## config.mk

```make
export PLATFORM = sky130hd
export DESIGN_NAME = rtc_counter
export DESIGN_NICKNAME = d
export VERILOG_FILES = /design/src/rtl/rtc_counter_pkg.sv /design/src/rtl/rtc_edge_sync.sv /design/src/rtl/rtc_prescaler.sv /design/src/rtl/rtc_count_core.sv /design/src/rtl/rtc_counter.sv
export SDC_FILE = /design/constraint.sdc
export NUM_CORES = 1
export LEC_CHECK = 0
export BUFFER_PORTS_ARGS = -buffer_cell sky130_fd_sc_hd__buf_2
export CAP_MARGIN = 10
export CORE_AREA = 10 10 69 71
export CTS_CLUSTER_SIZE = 40
export DETAILED_ROUTE_END_ITERATION = 12
export DIE_AREA = 0 0 79 81
export GPL_TIMING_DRIVEN = 1
export PLACE_DENSITY = 0.75
export REMOVE_ABC_BUFFERS = 1
export SLEW_MARGIN = 5
export SYNTH_ARGS = -nofsm -noshare
export SYNTH_HDL_FRONTEND = slang
export SYNTH_SLANG_ARGS = --single-unit
```

## constraint.sdc

```tcl
create_clock -name clk -period 2.7 [get_ports clk]
set_clock_uncertainty 0.2 [all_clocks]
set_input_delay 0.81 -clock clk [delete_from_list [all_inputs] [get_ports clk]]
set_output_delay 0.81 -clock clk [all_outputs]
set_load 0.02 [all_outputs]
```

## src/rtl/rtc_counter_pkg.sv

```systemverilog
package rtc_counter_pkg;
  localparam int PS_CODE_W = 3;
  localparam int PS_W      = 1 << PS_CODE_W;

  // Configuration layout, MSB first; bit positions are software-visible.
  typedef struct packed {
    logic                 map_en;     // bit 7
    logic                 irq_dis;    // bit 6
    logic                 src_pin;    // bit 5
    logic                 fall_edge;  // bit 4
    logic                 ps_to_wdt;  // bit 3
    logic [PS_CODE_W-1:0] ps_code;    // bits 2:0
  } cfg_t;
endpackage

```

## src/rtl/rtc_edge_sync.sv

```systemverilog
module rtc_edge_sync #(
  parameter int SYNC_N = 2
) (
  input  logic clk,
  input  logic rst_n,
  input  logic pin_i,
  input  logic fall_sel_i,
  output logic edge_o
);
  // chain[SYNC_N-1] is the synchronised level, chain[SYNC_N] its previous value
  logic [SYNC_N:0] chain;

  always_ff @(posedge clk or negedge rst_n) begin
    if (!rst_n) chain <= '0;
    else        chain <= {chain[SYNC_N-1:0], pin_i};
  end

  logic rise, fall;
  assign rise   =  chain[SYNC_N-1] & ~chain[SYNC_N];
  assign fall   = ~chain[SYNC_N-1] &  chain[SYNC_N];
  assign edge_o = fall_sel_i ? fall : rise;
endmodule

```

## src/rtl/rtc_prescaler.sv

```systemverilog
module rtc_prescaler
  import rtc_counter_pkg::*;
(
  input  logic                 clk,
  input  logic                 rst_n,
  input  logic                 clr_i,
  input  logic                 src_evt_i,
  input  logic                 wdt_base_i,
  input  logic                 to_wdt_i,
  input  logic [PS_CODE_W-1:0] code_i,
  output logic                 cnt_tick_o,
  output logic                 wdt_tick_o
);
  logic [PS_W-1:0] pre_q;
  logic [PS_W-1:0] mask_cnt, mask_wdt, mask;
  logic            ps_in, hit;

  // Counter ratio 2^(n+1): n+1 low ones; watchdog ratio 2^n: n low ones.
  always_comb begin
    for (int i = 0; i < PS_W; i++) begin
      mask_cnt[i] = (i <= int'(code_i));
      mask_wdt[i] = (i <  int'(code_i));
    end
  end

  assign mask  = to_wdt_i ? mask_wdt : mask_cnt;
  assign ps_in = to_wdt_i ? wdt_base_i : src_evt_i;
  assign hit   = ((pre_q & mask) == mask);

  always_ff @(posedge clk or negedge rst_n) begin
    if (!rst_n)     pre_q <= '0;
    else if (clr_i) pre_q <= '0;
    else if (ps_in) pre_q <= pre_q + 1'b1;
  end

  assign cnt_tick_o = to_wdt_i ? src_evt_i : (src_evt_i & hit);
  assign wdt_tick_o = to_wdt_i ? (wdt_base_i & hit) : wdt_base_i;
endmodule

```

## src/rtl/rtc_count_core.sv

```systemverilog
module rtc_count_core #(
  parameter int CNT_W = 8
) (
  input  logic             clk,
  input  logic             rst_n,
  input  logic             tick_i,
  input  logic             ld_i,
  input  logic [CNT_W-1:0] ld_val_i,
  input  logic             ack_i,
  output logic [CNT_W-1:0] cnt_o,
  output logic             pend_o
);
  localparam logic [CNT_W-1:0] TOP = '1;

  logic [CNT_W-1:0] cnt_q;
  logic             pend_q, wrap;

  assign wrap = tick_i & ~ld_i & (cnt_q == TOP);

  always_ff @(posedge clk or negedge rst_n) begin
    if (!rst_n)      cnt_q <= '0;
    else if (ld_i)   cnt_q <= ld_val_i;
    else if (tick_i) cnt_q <= cnt_q + 1'b1;
  end

  // Overflow has priority over acknowledge
  always_ff @(posedge clk or negedge rst_n) begin
    if (!rst_n)     pend_q <= 1'b0;
    else if (wrap)  pend_q <= 1'b1;
    else if (ack_i) pend_q <= 1'b0;
  end

  assign cnt_o  = cnt_q;
  assign pend_o = pend_q;
endmodule

```

## src/rtl/rtc_counter.sv

```systemverilog
module rtc_counter
  import rtc_counter_pkg::*;
#(
  parameter int         CNT_W   = 8,
  parameter logic [7:0] OPT_RST = 8'hFF
) (
  input  logic             clk,
  input  logic             rst_n,
  input  logic             cycle_en,
  input  logic             ext_pin,
  input  logic             wdt_base,
  input  logic             opt_wr,
  input  logic [7:0]       opt_wdata,
  input  logic             ld_strobe,
  input  logic [CNT_W-1:0] ld_value,
  input  logic             irq_ack,
  output logic [CNT_W-1:0] cnt_value,
  output logic [7:0]       cfg_q,
  output logic             cnt_map,
  output logic             irq_pend,
  output logic             irq_out,
  output logic             wdt_tick
);
  cfg_t cfg;
  logic pin_edge, src_evt, cnt_tick, pend;

  always_ff @(posedge clk or negedge rst_n) begin
    if (!rst_n)      cfg <= cfg_t'(OPT_RST);
    else if (opt_wr) cfg <= cfg_t'(opt_wdata);
  end

  rtc_edge_sync #(.SYNC_N(2)) u_sync (
    .clk(clk), .rst_n(rst_n), .pin_i(ext_pin),
    .fall_sel_i(cfg.fall_edge), .edge_o(pin_edge)
  );

  assign src_evt = cfg.src_pin ? pin_edge : cycle_en;

  rtc_prescaler u_ps (
    .clk(clk), .rst_n(rst_n), .clr_i(ld_strobe),
    .src_evt_i(src_evt), .wdt_base_i(wdt_base),
    .to_wdt_i(cfg.ps_to_wdt), .code_i(cfg.ps_code),
    .cnt_tick_o(cnt_tick), .wdt_tick_o(wdt_tick)
  );

  rtc_count_core #(.CNT_W(CNT_W)) u_core (
    .clk(clk), .rst_n(rst_n), .tick_i(cnt_tick),
    .ld_i(ld_strobe), .ld_val_i(ld_value), .ack_i(irq_ack),
    .cnt_o(cnt_value), .pend_o(pend)
  );

  assign cfg_q    = cfg;
  assign cnt_map  = cfg.map_en;
  assign irq_pend = pend;
  assign irq_out  = pend & ~cfg.irq_dis;
endmodule


```

## Word-level counts from Yosys, hierarchy flattened

Cells that the tools add are included.

| word-level totals | value |
|---|---|
| flip-flop bits (word level) | 28 |
| bits of input ports | 24 |
| output and inout bits | 20 |
| word-level logic and storage cells | 55 |

| cells by class | value |
|---|---|
| $add $sub $neg | 2 |
| magnitude comparators | 14 |
| equality and inequality tests | 2 |
| mux-type cells | 12 |
| bitwise logic cells | 12 |
| reduce and logical (&&, ||, !) cells | 3 |

Operator list:

| cell | count |
|---|---|
| two-way mux 8 bit | 5 |
| adder 8 x 1 -> 8 bit, second input constant | 2 |
| <= comparator 3 bit, first input constant | 4 |
| less-than comparator 3 bit, first input constant | 3 |
| bitwise AND 8 bit | 1 |
| equality test 8 bit | 1 |
| equality test 8 bit, second input constant | 1 |
| bitwise AND 1 bit | 7 |
| two-way mux 1 bit | 7 |
| <= comparator 2 x 3 -> 1 bit, first input constant | 2 |
| less-than comparator 1 x 3 -> 1 bit, first input constant | 2 |
| less-than comparator 2 x 3 -> 1 bit, first input constant | 2 |
| nonzero test 2 bit | 3 |
| NOT 1 bit | 4 |
| <= comparator 1 x 3 -> 1 bit, first input constant | 1 |

## Longest topological paths before layout

Gate-level depths: netlist of run 1.

| logic depth | value |
|---|---|
| depth in word-level cells | 9 |
| mapped depth | 6 |
| depth with buffers taken out | 6 |

## Modules after synthesis

Synthesis of run 1 repeated with hierarchy kept, for this count alone.

| second synthesis, totals | value |
|---|---|
| cell total of the unflattened synthesis | 139 |
| area, all modules | 1480.2 um^2 |

By module, submodules not included:

| module | instances | cells an instance | area each (um^2) | seq. area each (um^2) |
|---|---|---|---|---|
| rtc_prescaler | 1 | 59 | 530.5 | 200.2 |
| rtc_count_core | 1 | 54 | 485.5 | 225.2 |
| rtc_counter | 1 | 20 | 366.6 | 210.2 |
| rtc_edge_sync | 1 | 6 | 97.6 | 75.1 |

## Worst setup path before layout of run 1

OpenSTA, ideal clock, no wires.

| path | value |
|---|---|
| kind | reg2out |
| from | register cfg, in the netlist cfg_q[3] |
| to | output port wdt_tick |
| arrival | 1.680 ns |
| required time | 1.690 ns |
| setup slack | 0.010 ns |
| stages on the path, launching flop included | 6 |
| buffers on the path | 0 |
| cell sequence | dfstp_2 and2b_2 nor2_1 o311ai_0 nand2_1 a21boi_0 |

| between the ends | value |
|---|---|
| word-level cells in the longest chain between the ends | 5 |

RTL lines:

| item | line | source |
|---|---|---|
| from (decl) | rtc_counter.sv:24 | `cfg_t cfg;` |
| from (signal assigned) | rtc_counter.sv:28 | `if (!rst_n) cfg <= cfg_t'(OPT_RST);` |
| from (signal assigned) | rtc_counter.sv:29 | `else if (opt_wr) cfg <= cfg_t'(opt_wdata);` |
| two-way mux 8 bit | rtc_prescaler.sv:26 | `assign mask = to_wdt_i ? mask_wdt : mask_cnt;` |
| bitwise AND 8 bit | rtc_prescaler.sv:28 | `assign hit = ((pre_q & mask) == mask);` |
| equality test 8 bit | rtc_prescaler.sv:28 |  |
| bitwise AND 1 bit | rtc_prescaler.sv:37 | `assign wdt_tick_o = to_wdt_i ? (wdt_base_i & hit) : wdt_base_i;` |
| two-way mux 1 bit * | rtc_prescaler.sv:37 |  |
| to (decl) | rtc_counter.sv:22 | `output logic wdt_tick` |

Mark *: on every way between the ends. The rest lies on a longest branch, timed or not.

## Worst setup path after layout of run 1

Same ends and word-level chain as after synthesis.

==> results of run 1 <==
==> power breakdown <==
part / switching (W) / internal [W]
combinational: 0.000178 / 0.000131
sequential: 0.0000423 / 0.000464
clock: 0.000125 / 0.0000824
total: 0.000346 / 0.000678
==> worst reg2reg max path: stages, from the launching register on <==
cell and delay, ns:
dfstp_2 0.60, or3b_4 0.39, a21oi_4 0.13, buf_4 0.13, o31a_1 0.37, nor4_1 0.11, or3_1 0.37
==> registers in the layout, summed over array words and instances (netlist names) <==
register,flops
cfg_q,7
u_sync.chain,3
u_core.pend_o,1
cnt_map,1
u_core.cnt_o,8
u_ps.pre_q,8
==> layout make-up <==
cell class / instances / area share [%]
clock buffer: 4 / 1.84
inverter: 5 / 0.949
multi-input combinational: 118 / 43.0
sequential: 28 / 35.9
tap: 48 / 3.04
timing repair buffer: 54 / 15.2
==> layer usage <==
metal / global-route usage (%) / vias to the layer above / wire length [µm]
met2: 21.0 / 49 / 2020
met3: 3.42 / 4 / 283
met4: 4.66 / 0 / 42
met5: 0 / - / 0
met1: 14.9 / 684 / 1740
li1: - / 694 / -
==> timing repair <==
item	in CTS	in global routing
setup buffers	6	1
pin swaps	4	2
gates resized for setup	12	2
endpoints found under the setup margin	1	1
==> worst paths after layout <==
path                                 start               to  slack, ns  cells past startpoint
min reg2reg                u_sync.chain[0]  u_sync.chain[1]       0.18                      0
min in group asynchronous            rst_n  u_core.cnt_o[6]       0.28                      1
max in group asynchronous            rst_n    u_ps.pre_q[5]       1.61                      1
min                        u_sync.chain[0]  u_sync.chain[1]       0.18                      0
max reg2reg                       cfg_q[0]  u_core.cnt_o[4]       0.30                      6
max                               cfg_q[3]         wdt_tick      -0.19                      6
==> synthesized netlist by cell type (4+ instances only) <==
cell type / instances
dfstp_2: 8
o31ai_1: 6
o21ai_0: 6
dfrtp_1: 20
nand3_1: 6
nand2_1: 12
nor2_1: 13
clkbuf_1: 4
inv_1: 5
mux2_2: 6
a31oi_1: 4
a21oi_1: 5
==> stage by stage <==
step           instances  worst slack, ns  setup TNS [ns]  hold WS [ns]
6_report             257           -0.186          -0.186         0.182
5_1_grt              257           -0.249          -0.249         0.198
4_1_cts              256           -0.121          -0.121         0.185
3_5_place_dp         246           0.0438               0         0.150
3_3_place_gp         246           0.0996               0         0.135
2_1_floorplan        151          -0.0698         -0.0698         0.131
==> cell families after synthesis <==
group	after synthesis	synth area share [%]
xor+xnor	6	3.29
mux	6	4.23
simple gates	61	21.3
compound gates	43	20.0
flops	28	44.4
buf+inv	15	5.24
fa+ha+maj	2	1.56
==> summary.md, run 1 <==
| Metric | Value |
|---|---|
| Layout area overhead | `23.6%` |
| HPWL after detailed placement | `3040 µm` |
| Leading cell type in the layout, fill and taps excluded | `buf_2` |
| Status | `complete, but fails checks` |
| FILL cells | `347` |
| Clock Tree Buf Depth | `2` |
| Max Slew Vio Count | `0` |
| Worst min path class | `reg2reg` |
| Total Routing Usage GR | `12.5%` |
| Tightest Pin Transition | `0.638 ns` |
| Hold Vio Cnt, Final | `0` |
| Router iterations before antenna repair | `4` |
| Vias post-DR | `1431` |
| Critical Path Start Type | `flop` |
| Top FF cell, synth | `dfrtp_1` |
| Diode count | `0` |
| Mapped cell area | `0.00160 mm²` |
| CTS Sinks | `28` |
| Vert. Die Dim | `81 µm` |
| Drt wl/cell | `15.9 µm` |
| Clk slew on worst S/H paths | `0.15 ns` |
| Placed Area | `0.00184 mm²` |
| Cells along the critical path | `and2b_2 > nor2_2 > o311ai_1 > nand2_1 > a21boi_1 > buf_4` |
| CP Class | `reg2out` |
| Netlist cell types | `52` |
| Post-layout util | `56.1%` |
| Multi-input gate area | `851 µm²` |
| Post-route cell area | `0.00198 mm²` |
| Io pins | `44` |
| Pin count of the biggest net entering global routing | `29` |
| Leakage | `0.853 nW` |
| CP top delay family | `flip-flops` |
| Crit path max-delay cell type | `dfstp_2` |
| Core area | `0.00352 mm²` |
| Via-to-Cell Ratio | `5.57` |
| PD cells | `518 mW/mm²` |
| Ys async rst share | `100%` |
| Register area | `711 µm²` |
| Total gr overflow | `0` |
| Worst-Skew Late Latency | `0.32 ns` |
| Final ANT Viol Nets | `0` |
| Max-Cap Viols | `0` |
| Die W | `79 µm` |
| CTS buffer count | `3` |
| Setup violators final | `1` |
| CTS tree | `done` |
| Number of synthesized register bits | `28` |
| Htree depth | `1` |
| RSZ-0062 raised after global routing | `true` |
| CP max stage delay | `0.60 ns` |
| First-pass GRT wire length | `6620 µm` |
| Commonest cells after routing, fill and taps aside | `42 x buf_2, 20 x dfrtp_1, 12 x nor2_1, 12 x nand2_1, 12 x buf_4` |
| Die area | `0.00640 mm²` |
| Final worst path period need | `2.89 ns` |
| Failing checks | `setup timing` |
| Initial Util | `45.4%` |
| Max IR drop VDD | `0.000304 V` |
| Post-synth EDFFs | `0` |
| Final net count | `236` |
| Final Cycle Share | `107%` |
| Post-Route WL | `4090 µm` |
| Critical path capture point type | `output port` |
| Hold buffers post-CTS | `0` |
| Buf/Inv on CP | `1` |
| DRC violations left | `0` |
| Crit path DAT | `1.88 ns` |
| Vias in the first global route | `1445` |
| Starting DRT DRC Count | `163` |
| Layout cell share with drive strength beyond 1 | `43.5%` |
| Clk root buf | `clkbuf_4` |
| Rows | `22` |
| Crit Path Max Fanout | `5` |
| Antenna violations before repair | `0` |
| Largest cells by area after synthesis | `dfrtp_1 31%, dfstp_2 13%, mux2_2 4.2%, nor2_1 3.1%, nand2_1 2.8%` |
| Ys Warns | `0` |
| Slew HR | `57.5%` |
| Pwr Total | `0.00102 W` |
| Final worst setup slack | `-0.186 ns` |
| Maximum clock rate | `0.347 GHz` |
| Post-Syn Area per Cell | `9.93 µm²` |
| Area leader, netlist | `dfrtp_1` |
| Seq/Total Area, Yosys | `44.4%` |
| WP data required | `1.69 ns` |
| Port Buffers | `43` |
| Yosys top cell area share | `31.3%` |
| Final GP Congestion | `0.848` |
| Post-synthesis instance total | `161` |
Note: power is estimated with default switching activity, not from simulation.
==> run 2, diff against run 1 <==
- clock period: 2.7 -> 3.1 ns (I/O delays scaled with it)
==> summary.md, run 2 (same netlist as run 1, synthesis figures left out) <==
| Metric | Value |
|---|---|
| Max Slew Vio Count | `0` |
| Tightest Pin Transition | `0.648 ns` |
| Final worst path period need | `3.00 ns` |
| CTS tree | `done` |
| Crit path DAT | `1.87 ns` |
| Clock share of power | `21.4%` |
| Io pins | `44` |
| DRC violations left | `0` |
| Slew HR | `56.5%` |
| Hold Vio Cnt, Final | `0` |
| Leading cell type in the layout, fill and taps excluded | `buf_2` |
| Final net count | `230` |
| WP data required | `1.97 ns` |
| Core area | `0.00352 mm²` |
| Critical Path Start Type | `flop` |
| Router iterations before antenna repair | `4` |
| First-pass GRT wire length | `6220 µm` |
| Worst hold slack | `0.172 ns` |
| Layout cell share with drive strength beyond 1 | `41.4%` |
| CP max stage delay | `0.58 ns` |
| Vias post-DR | `1421` |
| Hold path depth | `0` |
| Hold buffers post-CTS | `0` |
| CTS Sinks | `28` |
| Clk slew on worst S/H paths | `0.15 ns` |
| Max-Cap Viols | `0` |
| Buf/Inv on CP | `1` |
| Clk root buf | `clkbuf_4` |
| CP Class | `reg2out` |
| CP top delay family | `flip-flops` |
| Final ANT Viol Nets | `0` |
| Die W | `79 µm` |
| Int Pwr | `0.000574 W` |
| PD cells | `452 mW/mm²` |
| RSZ-0062 raised after global routing | `false` |
| WP depth | `6` |
| Vias in the first global route | `1372` |
| Layout area overhead | `20.2%` |
| Post-Route WL | `3940 µm` |
| Port Buffers | `43` |
| Setup violators final | `0` |
| Sequential power share | `50.8%` |
| Post-layout util | `54.5%` |
| Total Routing Usage GR | `11.7%` |
| Worst min path class | `reg2reg` |
| Sw frac | `34.0%` |
| Crit Path Max Fanout | `5` |
| Post-route cell area | `0.00192 mm²` |
| Maximum clock rate | `0.333 GHz` |
| Placed Area | `0.00182 mm²` |
| Commonest cells after routing, fill and taps aside | `42 x buf_2, 19 x dfrtp_1, 13 x nor2_1, 12 x nand2_1, 8 x dfstp_2` |
| Crit path max-delay cell type | `dfstp_2` |
| Clock Tree Buf Depth | `2` |
| Cells along the critical path | `or3b_2 > a21oi_2 > nor3_1 > nand2_1 > a21boi_1 > buf_4` |
| Initial Util | `45.4%` |
| Pwr Total | `0.000869 W` |
| Fin Setup TNS | `0 ns` |
| CTS buffer count | `3` |
| Sw Pwr | `0.000295 W` |
| Leakage | `0.817 nW` |
| HPWL after detailed placement | `2960 µm` |
| Via-to-Cell Ratio | `5.66` |
| Drt wl/cell | `15.7 µm` |
| Vert. Die Dim | `81 µm` |
| Total gr overflow | `0` |
| Worst-Skew Late Latency | `0.33 ns` |
| Rows | `22` |
| Final Cycle Share | `96.7%` |
| FILL cells | `368` |
| Htree depth | `1` |
| Starting DRT DRC Count | `103` |
| Max IR drop VDD | `0.000280 V` |
| Antenna violations before repair | `0` |
| Reg2Reg Depth | `5` |
| Critical path capture point type | `output port` |
| Logic gate share of total power | `27.8%` |
| Final GP Congestion | `0.808` |
| Die area | `0.00640 mm²` |
| Diode count | `0` |
| Pin count of the biggest net entering global routing | `29` |
| Status | `completed` |
run 2: metrics by stage:
step,setup slack (ns),std cells
after global routing,0.00152,251
after floorplan,0.210,151
final,0.101,251
after detailed placement,0.283,243
after CTS,0.0196,250
after global placement,0.353,243
run 2: power groups by stage:
stage / sequential (W) / clock, W / combinational (W)
after detailed placement: 0.000449 / 0 / 0.000228
after global routing: 0.000449 / 0.000199 / 0.000265
after floorplan: 0.000474 / 0 / 0.000113
final: 0.000441 / 0.000186 / 0.000242
after CTS: 0.000440 / 0.000190 / 0.000237
after global placement: 0.000448 / 0 / 0.000225
run 2: layout make-up:
class,count,area (µm²),share of cell area [%]
inverters,5,18.8,0.977
repair buffers,48,255,13.3
well taps,48,60.1,3.13
multi-input cells,118,840,43.7
flip-flops and latches,28,712,37.0
clock buffers,4,36.3,1.89
run 2: metal layers:
metal,wire [µm],global-route usage (%)
met3,283,3.09
met1,1740,14.9
met5,0,0
met4,31,3.76
met2,1890,19.0
run 2: timing repair:
item,in CTS,in global routing
pin swaps,1,3
endpoints found under the setup margin,1,1
resized for setup,2,8
setup buffers,3,1
endpoints found under the hold margin,0,0
run 2: final timing paths:
check	start	to	slack (ns)
max reg2reg	cfg_q[0]	u_core.cnt_o[4]	0.68
max in group asynchronous	rst_n	u_ps.pre_q[0]	1.89
min	u_sync.chain[0]	u_sync.chain[1]	0.17
max	cfg_q[0]	wdt_tick	0.10
min in group asynchronous	rst_n	u_core.cnt_o[7]	0.38
min reg2reg	u_sync.chain[0]	u_sync.chain[1]	0.17
